===== config.mk =====
export PLATFORM = sky130hd
export DESIGN_NAME = rtc_calendar
export DESIGN_NICKNAME = d
export VERILOG_FILES = /design/src/rtl/rtc_cal_pkg.sv /design/src/rtl/rtc_sec_divider.sv /design/src/rtl/rtc_time_regs.sv /design/src/rtl/rtc_read_view.sv /design/src/rtl/rtc_calendar.sv
export SDC_FILE = /design/constraint.sdc
export NUM_CORES = 1
export LEC_CHECK = 0
export BUFFER_PORTS_ARGS = -buffer_cell sky130_fd_sc_hd__buf_2
export CAP_MARGIN = 25
export CORE_MARGIN = 2
export CORE_UTILIZATION = 62
export DETAILED_ROUTE_END_ITERATION = 8
export HOLD_SLACK_MARGIN = 0.03
export MAX_ROUTING_LAYER = met4
export PLACE_DENSITY = 0.8
export SKIP_CTS_REPAIR_TIMING = 1
export SLEW_MARGIN = 5
export SYNTH_ARGS = -nofsm -noshare
export SYNTH_HDL_FRONTEND = slang
export SYNTH_SLANG_ARGS = --single-unit

===== constraint.sdc =====
create_clock -name clk -period 4.5 [get_ports clk]
set_clock_uncertainty 0.1 [all_clocks]
set_input_delay 0 -clock clk [delete_from_list [all_inputs] [get_ports clk]]
set_output_delay 0 -clock clk [all_outputs]
set_load 0.005 [all_outputs]

===== src/rtl/rtc_cal_pkg.sv =====
// Shared types and pure functions for the calendar counter chain.
// Assumes fields hold packed BCD; the step function tolerates out-of-range
// values by wrapping when a value reaches or passes its last legal value.
package rtc_cal_pkg;

    localparam int REG_AW = 3;

    // Live or visible register image, one member per field or flag.
    typedef struct packed {
        logic       stop;
        logic       osc_fail;
        logic       cen_en;
        logic       cen_bit;
        logic [6:0] sec;
        logic [6:0] min;
        logic [5:0] hour;
        logic [2:0] wday;
        logic [5:0] mday;
        logic [4:0] mon;
        logic [7:0] year;
    } cal_state_t;

    // Byte index of each register (the ordering is what a bus agent decodes).
    typedef enum logic [REG_AW-1:0] {
        A_SEC   = 3'd0,
        A_MIN   = 3'd1,
        A_HOUR  = 3'd2,
        A_WDAY  = 3'd3,
        A_MDAY  = 3'd4,
        A_MON   = 3'd5,
        A_YEAR  = 3'd6,
        A_SPARE = 3'd7
    } cal_addr_e;

    localparam cal_state_t CAL_RESET = '{
        stop: 1'b0, osc_fail: 1'b1, cen_en: 1'b0, cen_bit: 1'b0,
        sec: 7'h00, min: 7'h00, hour: 6'h00, wday: 3'd1,
        mday: 6'h01, mon: 5'h01, year: 8'h00
    };

    // One BCD increment: returns {wrapped, next value}.
    function automatic logic [8:0] bcd_step(input logic [7:0] v,
                                            input logic [7:0] last,
                                            input logic [7:0] first);
        logic [3:0] lo;
        logic [3:0] hi;
        lo = v[3:0];
        hi = v[7:4];
        if (v >= last)
            return {1'b1, first};
        else if (lo >= 4'd9)
            return {1'b0, hi + 4'd1, 4'd0};
        else
            return {1'b0, hi, lo + 4'd1};
    endfunction

    // Last day of a month in BCD, with the every-fourth-year February rule.
    function automatic logic [7:0] month_end(input logic [4:0] mon,
                                             input logic [7:0] year);
        int yb;
        yb = int'(year[7:4]) * 10 + int'(year[3:0]);
        case (mon)
            5'h02:                      return ((yb % 4) == 0) ? 8'h29 : 8'h28;
            5'h04, 5'h06, 5'h09, 5'h11: return 8'h30;
            default:                    return 8'h31;
        endcase
    endfunction

    // Assemble the byte seen at one index; bits that carry no field are zero.
    function automatic logic [7:0] pack_reg(input cal_state_t s,
                                            input cal_addr_e a);
        case (a)
            A_SEC:   return {s.stop, s.sec};
            A_MIN:   return {s.osc_fail, s.min};
            A_HOUR:  return {s.cen_en, s.cen_bit, s.hour};
            A_WDAY:  return {5'b0, s.wday};
            A_MDAY:  return {2'b0, s.mday};
            A_MON:   return {3'b0, s.mon};
            A_YEAR:  return s.year;
            default: return 8'h00;
        endcase
    endfunction

endpackage


===== src/rtl/rtc_sec_divider.sv =====
// Sub-second divider: counts time-base strobes and emits one single-cycle
// pulse per TICKS_PER_SEC strobes. Assumes osc_tick is already synchronous
// to clk. The count restarts on a time write and is held at zero while halted.
module rtc_sec_divider #(
    parameter int TICKS_PER_SEC = 32768
) (
    input  logic clk,
    input  logic rst_n,
    input  logic osc_tick,
    input  logic restart,
    input  logic halt,
    output logic sec_pulse
);
    localparam int CW = (TICKS_PER_SEC > 1) ? $clog2(TICKS_PER_SEC) : 1;
    localparam logic [CW-1:0] LAST = CW'(TICKS_PER_SEC - 1);

    logic [CW-1:0] cnt_q;

    // Pulse on the strobe that completes a second, unless blocked this cycle.
    always_comb begin
        sec_pulse = osc_tick && !halt && !restart && (cnt_q == LAST);
    end

    // Strobe counter with restart and halt clearing.
    always_ff @(posedge clk) begin
        if (!rst_n) begin
            cnt_q <= '0;
        end else if (restart || halt) begin
            cnt_q <= '0;
        end else if (osc_tick) begin
            cnt_q <= (cnt_q == LAST) ? '0 : cnt_q + 1'b1;
        end
    end

endmodule


===== src/rtl/rtc_time_regs.sv =====
// Live timekeeping registers: applies the per-second carry chain and bus
// writes, with a write to a field taking priority over the tick for that
// field. Assumes sec_pulse never coincides with a time write (the divider
// blocks it). The halt flag forces the failure flag on.
module rtc_time_regs
    import rtc_cal_pkg::*;
(
    input  logic                    clk,
    input  logic                    rst_n,
    input  logic                    sec_pulse,
    input  logic                    wr_en,
    input  logic [REG_AW-1:0]       wr_addr,
    input  logic [7:0]              wr_data,
    output cal_state_t              now_q
);
    cal_state_t nxt;
    logic [8:0] st_sec;
    logic [8:0] st_min;
    logic [8:0] st_hour;
    logic [8:0] st_wday;
    logic [8:0] st_mday;
    logic [8:0] st_mon;
    logic [8:0] st_year;

    // Candidate increments of every field, each with its wrap flag.
    always_comb begin
        st_sec  = bcd_step({1'b0, now_q.sec}, 8'h59, 8'h00);
        st_min  = bcd_step({1'b0, now_q.min}, 8'h59, 8'h00);
        st_hour = bcd_step({2'b0, now_q.hour}, 8'h23, 8'h00);
        st_wday = bcd_step({5'b0, now_q.wday}, 8'h07, 8'h01);
        st_mday = bcd_step({2'b0, now_q.mday},
                           month_end(now_q.mon, now_q.year), 8'h01);
        st_mon  = bcd_step({3'b0, now_q.mon}, 8'h12, 8'h01);
        st_year = bcd_step(now_q.year, 8'h99, 8'h00);
    end

    // Next-state: carry chain, then bus write, then failure-flag forcing.
    always_comb begin
        nxt = now_q;
        if (sec_pulse) begin
            nxt.sec = st_sec[6:0];
            if (st_sec[8]) begin
                nxt.min = st_min[6:0];
                if (st_min[8]) begin
                    nxt.hour = st_hour[5:0];
                    if (st_hour[8]) begin
                        nxt.wday = st_wday[2:0];
                        nxt.mday = st_mday[5:0];
                        if (st_mday[8]) begin
                            nxt.mon = st_mon[4:0];
                            if (st_mon[8]) begin
                                nxt.year = st_year[7:0];
                                if (st_year[8] && now_q.cen_en)
                                    nxt.cen_bit = !now_q.cen_bit;
                            end
                        end
                    end
                end
            end
        end
        if (wr_en) begin
            case (cal_addr_e'(wr_addr))
                A_SEC: begin
                    nxt.stop = wr_data[7];
                    nxt.sec  = wr_data[6:0];
                end
                A_MIN: begin
                    nxt.osc_fail = wr_data[7];
                    nxt.min      = wr_data[6:0];
                end
                A_HOUR: begin
                    nxt.cen_en  = wr_data[7];
                    nxt.cen_bit = wr_data[6];
                    nxt.hour    = wr_data[5:0];
                end
                A_WDAY:  nxt.wday = wr_data[2:0];
                A_MDAY:  nxt.mday = wr_data[5:0];
                A_MON:   nxt.mon  = wr_data[4:0];
                A_YEAR:  nxt.year = wr_data;
                default: ;
            endcase
        end
        if (now_q.stop)
            nxt.osc_fail = 1'b1;
    end

    // State register with the power-on image.
    always_ff @(posedge clk) begin
        if (!rst_n)
            now_q <= CAL_RESET;
        else
            now_q <= nxt;
    end

endmodule


===== src/rtl/rtc_read_view.sv =====
// Visible register copy for the read port. It follows the live image one
// cycle behind, freezes while rd_hold is high, and resumes following after
// HOLD_TICKS strobes of one continuous hold. Assumes rd_hold frames a read.
module rtc_read_view
    import rtc_cal_pkg::*;
#(
    parameter int HOLD_TICKS = 8192
) (
    input  logic                clk,
    input  logic                rst_n,
    input  logic                osc_tick,
    input  logic                rd_hold,
    input  cal_state_t          now_st,
    input  logic [REG_AW-1:0]   rd_addr,
    output cal_state_t          vis_q,
    output logic                hold_full,
    output logic [7:0]          rd_data
);
    localparam int HW = $clog2(HOLD_TICKS + 1);
    localparam logic [HW-1:0] HOLD_MAX = HW'(HOLD_TICKS);

    logic [HW-1:0] hold_cnt_q;

    // Hold window has used up its allowance.
    always_comb begin
        hold_full = (hold_cnt_q == HOLD_MAX);
    end

    // Strobes elapsed within the current hold, saturating at the limit.
    always_ff @(posedge clk) begin
        if (!rst_n)
            hold_cnt_q <= '0;
        else if (!rd_hold)
            hold_cnt_q <= '0;
        else if (osc_tick && !hold_full)
            hold_cnt_q <= hold_cnt_q + 1'b1;
    end

    // Visible copy: reload from live time unless a hold is still in force.
    always_ff @(posedge clk) begin
        if (!rst_n)
            vis_q <= CAL_RESET;
        else if (!rd_hold || hold_full)
            vis_q <= now_st;
    end

    // Read multiplexer over the visible copy.
    always_comb begin
        rd_data = pack_reg(vis_q, cal_addr_e'(rd_addr));
    end

endmodule


===== src/rtl/rtc_calendar.sv =====
// Top of the BCD clock-calendar chain: divider, live registers and the
// read view. Assumes all inputs are synchronous to clk; osc_tick is a
// single-cycle strobe at the time-base rate.
module rtc_calendar
    import rtc_cal_pkg::*;
#(
    parameter int TICKS_PER_SEC = 32768,
    parameter int HOLD_TICKS    = TICKS_PER_SEC / 4
) (
    input  logic        clk,
    input  logic        rst_n,
    input  logic        osc_tick,
    input  logic        wr_en,
    input  logic [2:0]  wr_addr,
    input  logic [7:0]  wr_data,
    input  logic        rd_hold,
    input  logic [2:0]  rd_addr,
    output logic [7:0]  rd_data
);
    logic       sec_pulse;
    logic       wr_time;
    logic       hold_full;
    cal_state_t now_st;
    cal_state_t vis_st;

    // A write to any time byte restarts the sub-second count.
    always_comb begin
        wr_time = wr_en && (cal_addr_e'(wr_addr) != A_SPARE);
    end

    rtc_sec_divider #(
        .TICKS_PER_SEC(TICKS_PER_SEC)
    ) div_i (
        .clk      (clk),
        .rst_n    (rst_n),
        .osc_tick (osc_tick),
        .restart  (wr_time),
        .halt     (now_st.stop),
        .sec_pulse(sec_pulse)
    );

    rtc_time_regs regs_i (
        .clk      (clk),
        .rst_n    (rst_n),
        .sec_pulse(sec_pulse),
        .wr_en    (wr_en),
        .wr_addr  (wr_addr),
        .wr_data  (wr_data),
        .now_q    (now_st)
    );

    rtc_read_view #(
        .HOLD_TICKS(HOLD_TICKS)
    ) view_i (
        .clk      (clk),
        .rst_n    (rst_n),
        .osc_tick (osc_tick),
        .rd_hold  (rd_hold),
        .now_st   (now_st),
        .rd_addr  (rd_addr),
        .vis_q    (vis_st),
        .hold_full(hold_full),
        .rd_data  (rd_data)
    );

endmodule


==> impl_metrics.csv, run 1 <==
group,metric,value,unit
logic_synthesis,synth_edf_count,0,
route,drtAntennaViolNets,0,
sta,worst_pin_slew,0.848,ns
sta,fin_crit,4.04,ns
logic_synthesis,synthArstFlopShare,0,
logic_synthesis,ys_seq_area_frac,0.375,
floorplan,die_h,106,um
clock_network,clk_pin_slew,0.06,ns
critical_path,cp-end-kind,"flop",
logic_synthesis,ys_types,65,
floorplan,rows,37,
logic_synthesis,synth_top_area_share,0.375,
route,dr.pass1.iters,5,
outcome,outcome,"finished clean",
route,wl_met2,7870,um
critical_path,critPathMaxFanout,6,
route,wl_met1,7430,um
place,gp_congestion,0.886,
clock_network,cts_buffer_depth,2,
grt,grt_pass1_wl,28300,um
finish,layout.cells.most_common,"nand2_1",
logic_synthesis,synth.largest_area_cell,"dfxtp_1",
sta,hold_viol,0,
logic_synthesis,syn_nets,867,
route,wl_per_cell,17.3,um
route,highest_layer,"met4",
grt,grt_use_total,0.328,
sta,report.final.slew_viol_count,0,
logic_synthesis,netlist_instances,813,
logic_synthesis,syn_area,0.00645,mm^2
clock_network,cts-root-buf,"clkbuf_8",
floorplan,pin_count,27,
finish,final_nets,895,
finish,area_growth,14.2,%
logic_synthesis,yosys_register_bits,121,
sta,tns,0,ns
power_and_ir_drop,p_leak,0.00266,uW
logic_synthesis,yosysWarnings,0,
clock_network,insertion_delay,0.53,ns
job,max_cap_violations,0,
floorplan,coreArea,0.0102,mm^2
clock_network,cts_tree,"built",
clock_network,htreeDepth,4,
route,vias_per_cell,6.18,
critical_path,setup.worst_path.class,"reg -> reg",
finish,drive_above_1_share,0.0948,
critical_path,cp-start-kind,"flop",
route,num_vias,6123,
route,drt_wl_total,17200,um
route,drc,0,
place,io_buffer_count,26,
finish,num_antenna_cells,0,
sta,relSlewSlack,0.435,
logic_synthesis,ys.flop_type,"dfxtp_1",
logic_synthesis,synthTopCellsByArea,"dfxtp_1, nand2_1, ha_1",
power_and_ir_drop,peakVddDrop,0.208,mV
critical_path,cp.required,4.82,ns
floorplan,dieArea,0.0112,mm^2
grt,overflow,0,
grt,grt_pass1_vias,5726,
floorplan,die-width,106,um
power_and_ir_drop,powerDensity,351,mW/mm^2
finish,final_cell_mix,"nand2_1, dfxtp_1, a21oi_1",
clock_network,numClockSinks,121,
grt,grt_max_degree,50,
sta,final.period_utilization,0.898,
sta,max_freq,0.247,GHz
critical_path,cp.arrival,4.36,ns
finish,fin_util,0.720,
grt,grt_antenna_before_repair,0,
route,dr_wl_met3,1270,um
clock_network,cts_inserted_buffers,17,
route,drt_iter0_markers,503,
place,post-dp-hpwl,11900,um
floorplan,start_util,0.631,
sta,rsz0062_at_grt,"no",
logic_synthesis,avgSynthCellArea,7.94,um^2
power_and_ir_drop,power,2590,uW
hold_path,worstHoldPathType,"in -> reg",
sta,setup_viol,0,
## layer usage
layer  up-vias  track usage
met4         0        0.123
met2       239        0.500
met1      2902        0.434
met5         -            -
met3        47       0.0632
li1       2935            -
## layout make-up
cell class / count / area (um^2)
well taps: 136 / 170
flip-flops and latches: 121 / 2420
clock buffers: 20 / 435
fillers: 811 / 2860
repair buffers: 48 / 340
clock inverters: 12 / 126
multi-input cells: 620 / 3750
inverters: 33 / 124
## synthesized netlist by cell type (9+ instances only)
cell type and instances:
nor3_1 11, nor2_1 69, a21oi_1 72, clkbuf_1 31
nor2b_1 10, and3_1 9, nand3_1 33, ha_1 35
nand4_1 14, xor2_1 20, a31oi_1 22, o21ai_0 47
nand2_1 142, inv_1 32, mux2i_1 12, dfxtp_1 121
## through the flow
| step | hold WS [ns] | worst slack [ns] | std cells | instance area [um^2] |
|---|---|---|---|---|
| final | 0.219 | 0.457 | 990 | 7370 |
| after detailed placement | 0.201 | 0.810 | 940 | 6630 |
| after global routing | 0.232 | 0.0404 | 990 | 7370 |
| after CTS | -0.349 | 0.779 | 972 | 7190 |
| after global placement | 0.186 | 0.979 | 940 | 6630 |
| after floorplan | 0.0304 | 1.24 | 813 | 6450 |
## registers in the layout, summed over array words and instances (netlist names)
register	flops
regs_i.now_q	46
div_i.cnt_q	15
view_i.hold_cnt_q	14
view_i.vis_q	46
## path summary, 6_finish.rpt
path	start	slack [ns]	end	cells after the start
hold reg to reg	view_i.vis_q[42]	0.35	view_i.vis_q[42]	2
setup reg to reg	regs_i.now_q[8]	0.46	regs_i.now_q[8]	13
setup / recovery	regs_i.now_q[8]	0.46	regs_i.now_q[8]	13
hold / removal	wr_data[7]	0.22	regs_i.now_q[45]	4
## power by group
part	internal [uW]	leakage (uW)	total, uW	switching [uW]
clock network	798	0.000263	1290	495
logic	64.8	0.00142	174	109
registers	1090	0.000980	1120	27.1
## kinds of logic (layout without fill, tap and decap cells)
| logic type | count (synthesis) | in the layout | synth area share |
|---|---|---|---|
| and+or+nand+nor | 336 | 336 | 0.246 |
| AOI/OAI and AO/OA | 200 | 200 | 0.190 |
| DFF | 121 | 121 | 0.375 |
| buffers and inverters | 72 | 113 | 0.0434 |
| adders and majority gates | 35 | 35 | 0.0679 |
| xor gates and xnor gates | 28 | 28 | 0.0380 |
| muxes | 21 | 21 | 0.0396 |
## critical path, stage by stage, from the launching register on
cell           delay [ns]
dfxtp_1              0.36
inv_1                0.13
ha_1                 0.20
nor4b_1              0.44
o21ai_0              0.16
o21ai_0              0.10
a31oi_1              0.06
ha_1                 0.27
or4b_1               0.51
a221o_1              0.40
nand3_1              0.24
mux2i_1              0.23
o211ai_1             0.10
dlygate4sd3_1        0.61
Power figures use the tool's default switching activity.
==> run 2, diff against run 1 <==
--- a/config.mk
+++ b/config.mk
@@ -13,6 +13,7 @@
 export HOLD_SLACK_MARGIN = 0.03
 export MAX_ROUTING_LAYER = met4
 export PLACE_DENSITY = 0.8
+export REMOVE_ABC_BUFFERS = 1
 export SKIP_CTS_REPAIR_TIMING = 1
 export SLEW_MARGIN = 5
 export SYNTH_ARGS = -nofsm -noshare
==> run 2 against run 1 <==
Compared with the run above:
- register-to-register slack got worse by 0.13 ns
- wire length is 4.3% higher
- global-route usage rose by 0.68 points
- maximum frequency down 3.0%
==> impl_metrics.csv, run 2 (synthesized netlist as in run 1, its figures left out) <==
group,metric,value,unit
outcome,outcome,"finished clean",
critical_path,path_buf_inv,2,
hold_path,min_to,"regs_i.now_q[43]",
floorplan,rows,37,
grt,overflow,0,
sta,setup_ws,0.330,ns
finish,top_regs,"regs_i.now_q (46), view_i.vis_q (46), div_i.cnt_q (15)",
critical_path,cp.required,4.87,ns
finish,area_growth,14.6,%
sta,rsz0062_at_grt,"no",
finish,seq_area,0.00242,mm^2
grt,grt_pass1_wl,28400,um
clock_network,cts_tree,"built",
place,io_buffer_count,26,
sta,fin_crit,4.17,ns
clock_network,cts_buffer_depth,2,
route,wl_per_cell,18.0,um
critical_path,slowest_stage,"dlygate4sd3_1",
route,drt_iter0_markers,484,
clock_network,clk_pin_slew,0.06,ns
finish,final_cell_mix,"nand2_1, dfxtp_1, a21oi_1",
floorplan,coreArea,0.0102,mm^2
critical_path,r2r_start,"regs_i.now_q[8]",
critical_path,reg2regPathDepth,14,
sta,report.final.slew_viol_count,0,
clock_network,insertion_delay,0.53,ns
place,post-dp-hpwl,12200,um
finish,stdcell_area,0.00739,mm^2
route,drt_wl_total,17900,um
hold_path,hp-start,"wr_data[7]",
sta,tns,0,ns
sta,worst_pin_slew,0.891,ns
clock_network,cts-root-buf,"clkbuf_8",
place,placed_cell_area,0.00663,mm^2
route,dr.pass1.iters,6,
floorplan,dieArea,0.0112,mm^2
hold_path,worstHoldPathType,"in -> reg",
grt,grt_pass1_vias,5629,
route,vias_per_cell,6.20,
finish,n_fill_cell,797,
clock_network,numClockSinks,121,
critical_path,cp-start-kind,"flop",
critical_path,cp.arrival,4.54,ns
critical_path,startpoint,"regs_i.now_q[8]",
sta,max_freq,0.240,GHz
floorplan,die_h,106,um
critical_path,critPathMaxFanout,9,
critical_path,crit_family,"simple AND/OR/NAND/NOR gates",
critical_path,cp-end-kind,"flop",
route,num_vias,6163,
sta,hold_viol,0,
finish,num_antenna_cells,0,
job,max_cap_violations,0,
place,gp_congestion,0.959,
grt,grt_max_degree,49,
finish,final_nets,899,
hold_path,hold_path_depth,4,
finish,drive_above_1_share,0.0956,
critical_path,setup.worst_path.class,"reg -> reg",
critical_path,max_stage_delay,0.56,ns
sta,relSlewSlack,0.399,
grt,grt_antenna_before_repair,0,
power_and_ir_drop,powerDensity,345,mW/mm^2
critical_path,reg2reg_setup_slack,0.33,ns
finish,layout.cells.most_common,"nand2_1",
place,place_ws,0.811,ns
finish,multi_input_area,0.00375,mm^2
sta,setup_viol,0,
grt,grt_use_total,0.334,
sta,final.period_utilization,0.927,
power_and_ir_drop,p_leak,0.00269,uW
critical_path,worstPathCellList,"inv_1, ha_1, nor4b_1, o21ai_0, o21ai_0, a31oi_1, ha_1, or4b_1, a221o_1, nand2b_1, or3_1, o211ai_1, o21ai_0, dlygate4sd3_1",
route,drc,0,
critical_path,reg2reg_to,"regs_i.now_q[7]",
clock_network,htreeDepth,4,
route,drtAntennaViolNets,0,
floorplan,pin_count,27,
critical_path,cp_common_cell,"o21ai_0",
floorplan,start_util,0.631,
floorplan,die-width,106,um
power_and_ir_drop,peakVddDrop,0.333,mV
clock_network,cts_inserted_buffers,17,
-- run 2: changes by cell type in the layout (fill, tap and decap cells not counted), sizes merged --
cell / change
bufinv: -1
clkinv: +4
clkinvlp: -3
dlygate4sd3: +4
-- run 2: worst min-delay path, cell delays in order --
cell and delay [ns]:
dlygate4sd3_1 0.52, buf_2 0.14, mux2i_1 0.07, nor2_1 0.08
-- run 2: power breakdown --
| group | total, uW | switching, uW | internal (uW) |
|---|---|---|---|
| registers | 1120 | 27.2 | 1090 |
| logic | 180 | 115 | 65.8 |
| clock network | 1250 | 489 | 756 |
| total | 2550 | 631 | 1920 |
-- run 2: final cells by class --
type | count | share of cell area
multi-input cells | 620 | 0.507
flip-flops and latches | 121 | 0.328
clock buffers | 20 | 0.0603
repair buffers | 52 | 0.0515
well taps | 136 | 0.0230
inverters | 33 | 0.0168
clock inverters | 12 | 0.0137
-- run 2: stage by stage --
stage               cells  hold WS, ns  utilization  power, uW
floorplan             774      -0.0467            -       1230
global placement      940        0.193        0.648       1300
detailed placement    940        0.205        0.648       1300
CTS                   972       -0.354        0.701       2540
global route          994        0.247        0.723       2630
finish                994        0.221        0.723       2550
-- run 2: how the worst max path moves through the flow --
stage | depth (start not counted) | slack [ns] | endpoint
5_1_grt | 14 | 0.003 | regs_i.now_q[7]
2_1_floorplan | 13 | 1.25 | regs_i.now_q[4]
3_5_place_dp | 13 | 0.81 | regs_i.now_q[4]
3_3_place_gp | 13 | 0.98 | regs_i.now_q[4]
6_report | 14 | 0.33 | regs_i.now_q[7]
4_1_cts | 13 | 0.77 | regs_i.now_q[4]
-- run 2: metal layers --
layer  GRT usage  vias up  routed length (um)
met2       0.532      222                8840
met5           -        -                   0
met4       0.153        0                 525
met3      0.0748       39                1080
met1       0.407     2960                7450
li1            -     2942                   -
